### src/rtl/potavg_pkg.sv
package potavg_pkg;
  // strobes passed from the window control to the datapath
  typedef struct packed {
    logic accumulate;  // add this conversion into the running sum
    logic evaluate;    // last conversion of the window: produce a result
  } potStrobe_t;
endpackage

### src/rtl/potavg_ctrl.sv
module potavg_ctrl
  import potavg_pkg::*;
#(
  parameter int CNT_W = 8
) (
  input  logic       clk,
  input  logic       rstN,
  input  logic       adcValid,
  output potStrobe_t strobe
);
  localparam logic [CNT_W-1:0] LastCount = {CNT_W{1'b1}};

  logic [CNT_W-1:0] sampleCnt;

  always_ff @(posedge clk or negedge rstN) begin
    if (!rstN) begin
      sampleCnt <= '0;
    end else if (adcValid) begin
      sampleCnt <= sampleCnt + 1'b1;
    end
  end

  always_comb begin
    strobe.accumulate = adcValid;
    strobe.evaluate   = adcValid && (sampleCnt == LastCount);
  end
endmodule

### src/rtl/potavg_datapath.sv
module potavg_datapath
  import potavg_pkg::*;
#(
  parameter int SAMPLE_W = 10,
  parameter int ACC_W    = 24,
  parameter int FRAC_W   = 8,
  parameter int MIN_SIZE = 2,
  parameter int MAX_SIZE = 1000,
  parameter int DEADBAND = 2,
  localparam int OUT_W   = ACC_W - FRAC_W
) (
  input  logic                clk,
  input  logic                rstN,
  input  potStrobe_t          strobe,
  input  logic [SAMPLE_W-1:0] adcData,
  output logic [OUT_W-1:0]    sizeOut
);
  localparam logic [OUT_W-1:0] MinL  = MIN_SIZE[OUT_W-1:0];
  localparam logic [OUT_W-1:0] MaxL  = MAX_SIZE[OUT_W-1:0];
  localparam logic [OUT_W:0]   BandL = DEADBAND[OUT_W:0];

  logic [ACC_W-1:0] accReg;
  logic [ACC_W-1:0] accNext;
  logic [OUT_W-1:0] average;
  logic [OUT_W-1:0] clamped;
  logic [OUT_W:0]   distance;
  logic [OUT_W-1:0] heldSize;

  always_comb begin
    accNext = accReg + {{(ACC_W-SAMPLE_W){1'b0}}, adcData};
    average = accNext[ACC_W-1:FRAC_W];
    if (average < MinL) begin
      clamped = MinL;
    end else if (average >= MaxL) begin
      clamped = MaxL;
    end else begin
      clamped = average;
    end
    if (clamped >= heldSize) begin
      distance = {1'b0, clamped} - {1'b0, heldSize};
    end else begin
      distance = {1'b0, heldSize} - {1'b0, clamped};
    end
  end

  always_ff @(posedge clk or negedge rstN) begin
    if (!rstN) begin
      accReg   <= '0;
      heldSize <= MinL;
    end else if (strobe.evaluate) begin
      accReg <= '0;
      if (distance >= BandL) begin
        heldSize <= clamped;
      end
    end else if (strobe.accumulate) begin
      accReg <= accNext;
    end
  end

  assign sizeOut = heldSize;
endmodule

### src/rtl/potavg_reader.sv
module potavg_reader
  import potavg_pkg::*;
#(
  parameter int SAMPLE_W = 10,
  parameter int CNT_W    = 8,
  parameter int ACC_W    = 24,
  parameter int MIN_SIZE = 2,
  parameter int MAX_SIZE = 1000,
  parameter int DEADBAND = 2,
  localparam int OUT_W   = ACC_W - CNT_W
) (
  input  logic                clk,
  input  logic                rstN,
  input  logic                adcValid,
  input  logic [SAMPLE_W-1:0] adcData,
  output logic [OUT_W-1:0]    sizeOut
);
  potStrobe_t strobe;

  potavg_ctrl #(.CNT_W(CNT_W)) ctrl_i (
    .clk      (clk),
    .rstN     (rstN),
    .adcValid (adcValid),
    .strobe   (strobe)
  );

  potavg_datapath #(
    .SAMPLE_W (SAMPLE_W),
    .ACC_W    (ACC_W),
    .FRAC_W   (CNT_W),
    .MIN_SIZE (MIN_SIZE),
    .MAX_SIZE (MAX_SIZE),
    .DEADBAND (DEADBAND)
  ) data_i (
    .clk     (clk),
    .rstN    (rstN),
    .strobe  (strobe),
    .adcData (adcData),
    .sizeOut (sizeOut)
  );
endmodule

### config.mk
export PLATFORM = sky130hd
export DESIGN_NAME = potavg_reader
export DESIGN_NICKNAME = d
export VERILOG_FILES = /design/src/rtl/potavg_pkg.sv /design/src/rtl/potavg_ctrl.sv /design/src/rtl/potavg_datapath.sv /design/src/rtl/potavg_reader.sv
export SDC_FILE = /design/constraint.sdc
export NUM_CORES = 1
export LEC_CHECK = 0
export BUFFER_PORTS_ARGS = -buffer_cell sky130_fd_sc_hd__clkbuf_2
export CORE_MARGIN = 1
export CORE_UTILIZATION = 62
export CTS_BUF_LIST = sky130_fd_sc_hd__clkbuf_8 sky130_fd_sc_hd__clkbuf_16
export CTS_CLUSTER_DIAMETER = 150
export DETAILED_ROUTE_END_ITERATION = 16
export GPL_TIMING_DRIVEN = 0
export PLACE_DENSITY = 0.92
export SLEW_MARGIN = 15
export SYNTH_ARGS = -nofsm -noshare
export SYNTH_HDL_FRONTEND = slang
export SYNTH_SLANG_ARGS = --single-unit
### constraint.sdc
create_clock -name clk -period 12.5 [get_ports clk]
set_input_delay 1.25 -clock clk [delete_from_list [all_inputs] [get_ports clk]]
set_output_delay 1.25 -clock clk [all_outputs]
set_load 0.01 [all_outputs]
======== After elaboration in Yosys (flattened, before gate mapping) ========
Cells that the tools add are included.
operators by class
  $lt $le $gt $ge ......................... 4
  reductions and logical operators ........ 3
  $add $sub $neg .......................... 4
  equality and inequality tests ........... 1
  mux-type cells .......................... 5
operator list
  cell                                                                                   count
  24-bit 2-to-1 mux                                                                      2
  16-bit by 16-bit subtractor with 17-bit output                                         2
  16-bit 2-to-1 mux                                                                      2
  24-bit by 10-bit adder with 24-bit output                                              1
  17-bit by 2-bit greater-or-equal comparator with 1-bit output, second input constant   1
  17-bit 2-to-1 mux                                                                      1
  16-bit by 10-bit greater-or-equal comparator with 1-bit output, second input constant  1
  16-bit greater-or-equal comparator                                                     1
  16-bit by 2-bit less-than comparator with 1-bit output, second input constant          1
  8-bit by 1-bit adder with 8-bit output, second input constant                          1
  8-bit == test, second input constant                                                   1
  2-bit AND reduction                                                                    1
  2-bit nonzero test                                                                     1
  1-bit logical AND                                                                      1
storage, ports and cells
  input port bits ......................... 13
  output and inout bits ................... 16
  bits in registers ....................... 48

======== Depth between registers and ports, before layout ========
  depth after elaboration ................. 8
  depth in mapped cells ................... 25
  gate-level depth less buffers ........... 25

======== Modules after synthesis ========
From an unflattened synthesis, not the netlist that was laid out.
second synthesis, totals
  cell total of the unflattened synthesis .. 579
  area total of the unflattened synthesis .. 4784.6 um2
modules (own cells, without submodules)
  module           cells each  area each (um2)  instances  sequential area each (um2)
  potavg_datapath  548         4418.0           1          1002.2
  potavg_ctrl      31          366.6            1          200.2

======== Worst setup path after synthesis ========
Ideal clock, no wire load.
  path kind ............................... input-to-reg
  start ................................... in adcData[0]
  end ..................................... reg data_i.heldSize[0] (netlist: data_i.sizeOut[0])
  data required time ...................... 12375 ps
  setup slack ............................. 5768 ps
  buffers on the path ..................... 0
  data arrival time ....................... 6607 ps
  cell stages on the path ................. 24
  cells stage by stage .................... ha_1 > fa_1 > a21o_1 > a221oi_2 > or3_2 > a21boi_1 > mux2i_1 > nand4_1 > nor3_2 > a21boi_1 > nor3b_1 > ha_1 > inv_1 > fa_1 > a21oi_1 > o22ai_1 > o221ai_1 > nor2_1 > nor4_2 > o21ai_1 > nor4_1 > o2111ai_4 > nand2_8 > mux2_4
between the ends
  word-level cells in the longest chain between the ends .. 8
ends and longest elaborated chain
  what                                                                    line                   source
  start: declaration                                                      potavg_reader.sv:15    input logic [SAMPLE_W-1:0] adcData,
  24-bit by 10-bit adder with 24-bit output *                             potavg_datapath.sv:30  accNext = accReg + {{(ACC_W-SAMPLE_W){1'b0}}, adcData};
  16-bit by 10-bit greater-or-equal comparator with 1-bit output          potavg_datapath.sv:34  end else if (average >= MaxL) begin
  16-bit 2-to-1 mux                                                       potavg_datapath.sv:34
  16-bit 2-to-1 mux *                                                     potavg_datapath.sv:32  if (average < MinL) begin
  named net data_i.clamped[0]                                             potavg_datapath.sv:25  logic [OUT_W-1:0] clamped;
  16-bit by 16-bit subtractor with 17-bit output (tied with other cells)  potavg_datapath.sv:42  distance = {1'b0, heldSize} - {1'b0, clamped};
  17-bit 2-to-1 mux                                                       potavg_datapath.sv:39  if (clamped >= heldSize) begin
  17-bit by 2-bit greater-or-equal comparator with 1-bit output           potavg_datapath.sv:52  if (distance >= BandL) begin
  2-bit AND reduction (no source line)                                    n/a
  end signal: assignment                                                  potavg_datapath.sv:49  heldSize <= MinL;
  end signal: assignment                                                  potavg_datapath.sv:53  heldSize <= clamped;
  end: declaration                                                        potavg_datapath.sv:27  logic [OUT_W-1:0] heldSize;
The timed path passes the listed nets; every way through them passes the cells marked *.
A chain may end at the register's enable or synchronous reset.

======== Final worst setup path ========
  start ................................... in adcData[0]
  end ..................................... reg data_i.heldSize[2] (netlist: data_i.sizeOut[2])
between the ends
  word-level cells in the longest chain between the ends .. 8
ends and longest elaborated chain
  what                                                                    line
  24-bit by 10-bit adder with 24-bit output *                             potavg_datapath.sv:30
  16-bit by 10-bit greater-or-equal comparator with 1-bit output          potavg_datapath.sv:34
  16-bit 2-to-1 mux                                                       potavg_datapath.sv:34
  16-bit 2-to-1 mux *                                                     potavg_datapath.sv:32
  named net data_i.clamped[0]                                             potavg_datapath.sv:25
  16-bit by 16-bit subtractor with 17-bit output (tied with other cells)  potavg_datapath.sv:42
  17-bit 2-to-1 mux *                                                     potavg_datapath.sv:39
  17-bit by 2-bit greater-or-equal comparator with 1-bit output *         potavg_datapath.sv:52
  2-bit AND reduction (no source line) *                                  n/a
Marked as above.

==> reports/metrics.yaml <==
run_status:
  status: "finished clean"
timing:
  whs_ns: 0.4820
  slew_headroom: 0.5998
  setup_viol: 0
  fin_setup_tns_ns: 0
  tightest_slew_ns: 0.5925
  rsz0062_at_grt: "false"
  finalCriticalPeriod_ns: 7.663
  slew_viol_final: 0
  hold_viol_final: 0
  setup_ws_ns: 4.837
  fmax_mhz: 130.5
  period_share: 0.6131
  finalClockSkew_ns: 0.009962
routing:
  firstDrtPassIters: 5
  routed_via_density: 6.359
  wire_per_inst_um: 16.77
  drc: 0
  wirelength_um: 12090
  ant_nets: 0
  vias: 4585
  first_iter_violations: 241
cells_and_area:
  final_core_util: 0.7002
  fin_nets: 680
  drive_gt1_frac: 0.1206
  n_antenna_cell: 0
  num-fill-cells: 599
  mostFrequentLayoutCells: "53 x inv_1, 50 x nand2_1, 47 x dfrtp_1"
  finalNonFillerCells: 721
  multi_input_area_um2: 3251
  area_delta_synth_final_pct: 7.958
  seqCellArea_um2: 1202
  final_common_cell: "inv_1"
run:
  maxCapViolations: 0
die:
  chipWidth_um: 89.80
  initial_core_util: 0.6486
  dieHeight_um: 89.80
  dieArea_um2: 8064
  ios: 29
  coreArea_um2: 7370
  num_rows: 31
synth:
  synth_warnings: 0
  synth_flop_cell: "dfrtp_1"
  syn_area_um2: 4780
  synthCells: 577
  synth_edf_count: 0
  synth.avg_cell_area_um2: 8.284
  synthDistinctLibCells: 77
  ys_seq_area_frac: 0.2516
  async_flop_share: 1.000
  ys_ff_latch: 48
placed_design:
  dp_slack_ns: 4.596
  hpwl_um: 9384
  io_buffers: 27
  dpl.cell_count: 713
  gp_congestion: 0.9315
clocking:
  cts_tree: "done"
  cts.repair.resized: 0
  cts_num_sinks: 48
  hold_buffers: 0
  cts_root_buffer: "clkbuf_8"
  cts_buffer_depth: 2
  clk_latency_ns: 0.30
  cts_max_level: 2
  cts_buffers: 5
  cts_setup_buffers: 0
  clk_transition_reported_paths_ns: 0.08
worst_setup_path:
  worstPathRequired_ns: 12.69
  critical_path_class: "input pin to register"
  cp.arrival_ns: 7.85
  path_max_fanout: 10
  worstSetupEndpointType: "register"
  worst-r2r-cell-count: 24
  startpoint_type: "input pin"
grt:
  globalRouteTotalUtil: 0.3077
  antenna_found_initial: 0
  grt_pass1_wl_um: 20510
  grt_overflow: 0
  grt_pass1_vias: 4456
  grt_max_degree: 49
power_and_ir_drop:
  leakage_nw: 2.403
  vdd_drop_max_mv: 0.1476
  power-per-cell-area_nw_per_um2: 173.3
worst_hold_path:
  hold_class: "register to register"
  min_path_cells: 1
==> power by group <==
group          internal, mW  switching (mW)
sequential            0.190          0.0280
clock                0.0377          0.0489
combinational         0.237           0.352
total                 0.465           0.429
==> layer usage <==
metal / global-route usage / share of wire
met5: 0 / 0
met4: 0.1393 / 0.031
met3: 0.03299 / 0.066
met2: 0.5442 / 0.50
met1: 0.3762 / 0.41
==> cell type report <==
type / count / share of cell area
buffer: 27 / 0.03346
clock buffer: 5 / 0.01334
clock inverter: 3 / 0.002425
inverter: 51 / 0.03710
multi-input combinational: 461 / 0.6300
sequential: 48 / 0.2330
tap: 99 / 0.02401
timing repair buffer: 27 / 0.02667
==> kinds of logic after synthesis <==
group / after synthesis / share of synthesized area
simple gates: 179 / 0.1887
compound gates: 173 / 0.2537
buf+inv: 78 / 0.07618
flops: 48 / 0.2516
fa+ha+maj: 46 / 0.1251
xor+xnor: 36 / 0.06597
mux: 15 / 0.03717
other cells: 2 / 0.001571
==> worst max-delay path, stage by stage <==
cell	delay, ns
clkbuf_2	0.09
ha_1	0.23
fa_1	0.42
a21o_1	0.23
a221oi_2	0.40
or3_2	0.26
a21boi_1	0.12
mux2i_1	0.21
nand4_1	0.13
nor3_2	0.43
a21boi_1	0.38
nor3b_1	0.53
ha_1	0.28
inv_1	0.06
fa_1	0.42
a21oi_1	0.19
o22ai_1	0.13
o221ai_1	0.32
nor2_1	0.11
nor4_2	0.27
o21ai_1	0.13
nor4_1	0.45
o2111ai_4	0.27
nand2_8	0.22
mux2_4	0.31
==> sequential cells by signal, indices dropped and copies added, names as in the netlist <==
register          flops
ctrl_i.sampleCnt      8
data_i.accReg        24
data_i.sizeOut       16
==> final timing paths <==
| path | start | end | slack, ns |
|---|---|---|---|
| max | adcData[0] | data_i.sizeOut[2]$_DFFE_PN0P_ | 4.84 |
| min | ctrl_i.sampleCnt[3]$_DFFE_PN0P_ | ctrl_i.sampleCnt[3]$_DFFE_PN0P_ | 0.48 |
| max reg2reg | data_i.accReg[0]$_DFFE_PN0P_ | data_i.sizeOut[2]$_DFFE_PN0P_ | 5.49 |
| min reg2reg | ctrl_i.sampleCnt[3]$_DFFE_PN0P_ | ctrl_i.sampleCnt[3]$_DFFE_PN0P_ | 0.48 |
| max in group asynchronous | rstN | data_i.accReg[16]$_DFFE_PN0P_ | 11.15 |
| min in group asynchronous | rstN | ctrl_i.sampleCnt[3]$_DFFE_PN0P_ | 0.95 |
==> stage by stage <==
step	area (µm²)	total power [mW]
2_1_floorplan	4817	0.6588
3_3_place_gp	5076	0.7614
3_5_place_dp	5076	0.7927
4_1_cts	5157	0.8837
5_1_grt	5160	0.9676
6_report	5160	0.8940
==> cell usage after synthesis (8+ instances only) <==
| library cell | n | area, µm² |
|---|---|---|
| a21o_1 | 8 | 60.06 |
| a21oi_1 | 44 | 220.2 |
| a31oi_1 | 8 | 50.05 |
| clkbuf_1 | 12 | 45.04 |
| dfrtp_1 | 47 | 1176 |
| ha_1 | 43 | 538.0 |
| inv_1 | 51 | 191.4 |
| mux2i_1 | 8 | 80.08 |
| nand2_1 | 50 | 187.7 |
| nand3_1 | 23 | 115.1 |
| nand4_1 | 20 | 125.1 |
| nor2_1 | 40 | 150.1 |
| nor3_1 | 8 | 40.04 |
| o21ai_0 | 29 | 145.1 |
| o22ai_1 | 11 | 68.82 |
| xnor2_1 | 26 | 227.7 |
| xor2_1 | 10 | 87.58 |
(Power assumes the default switching activity.)
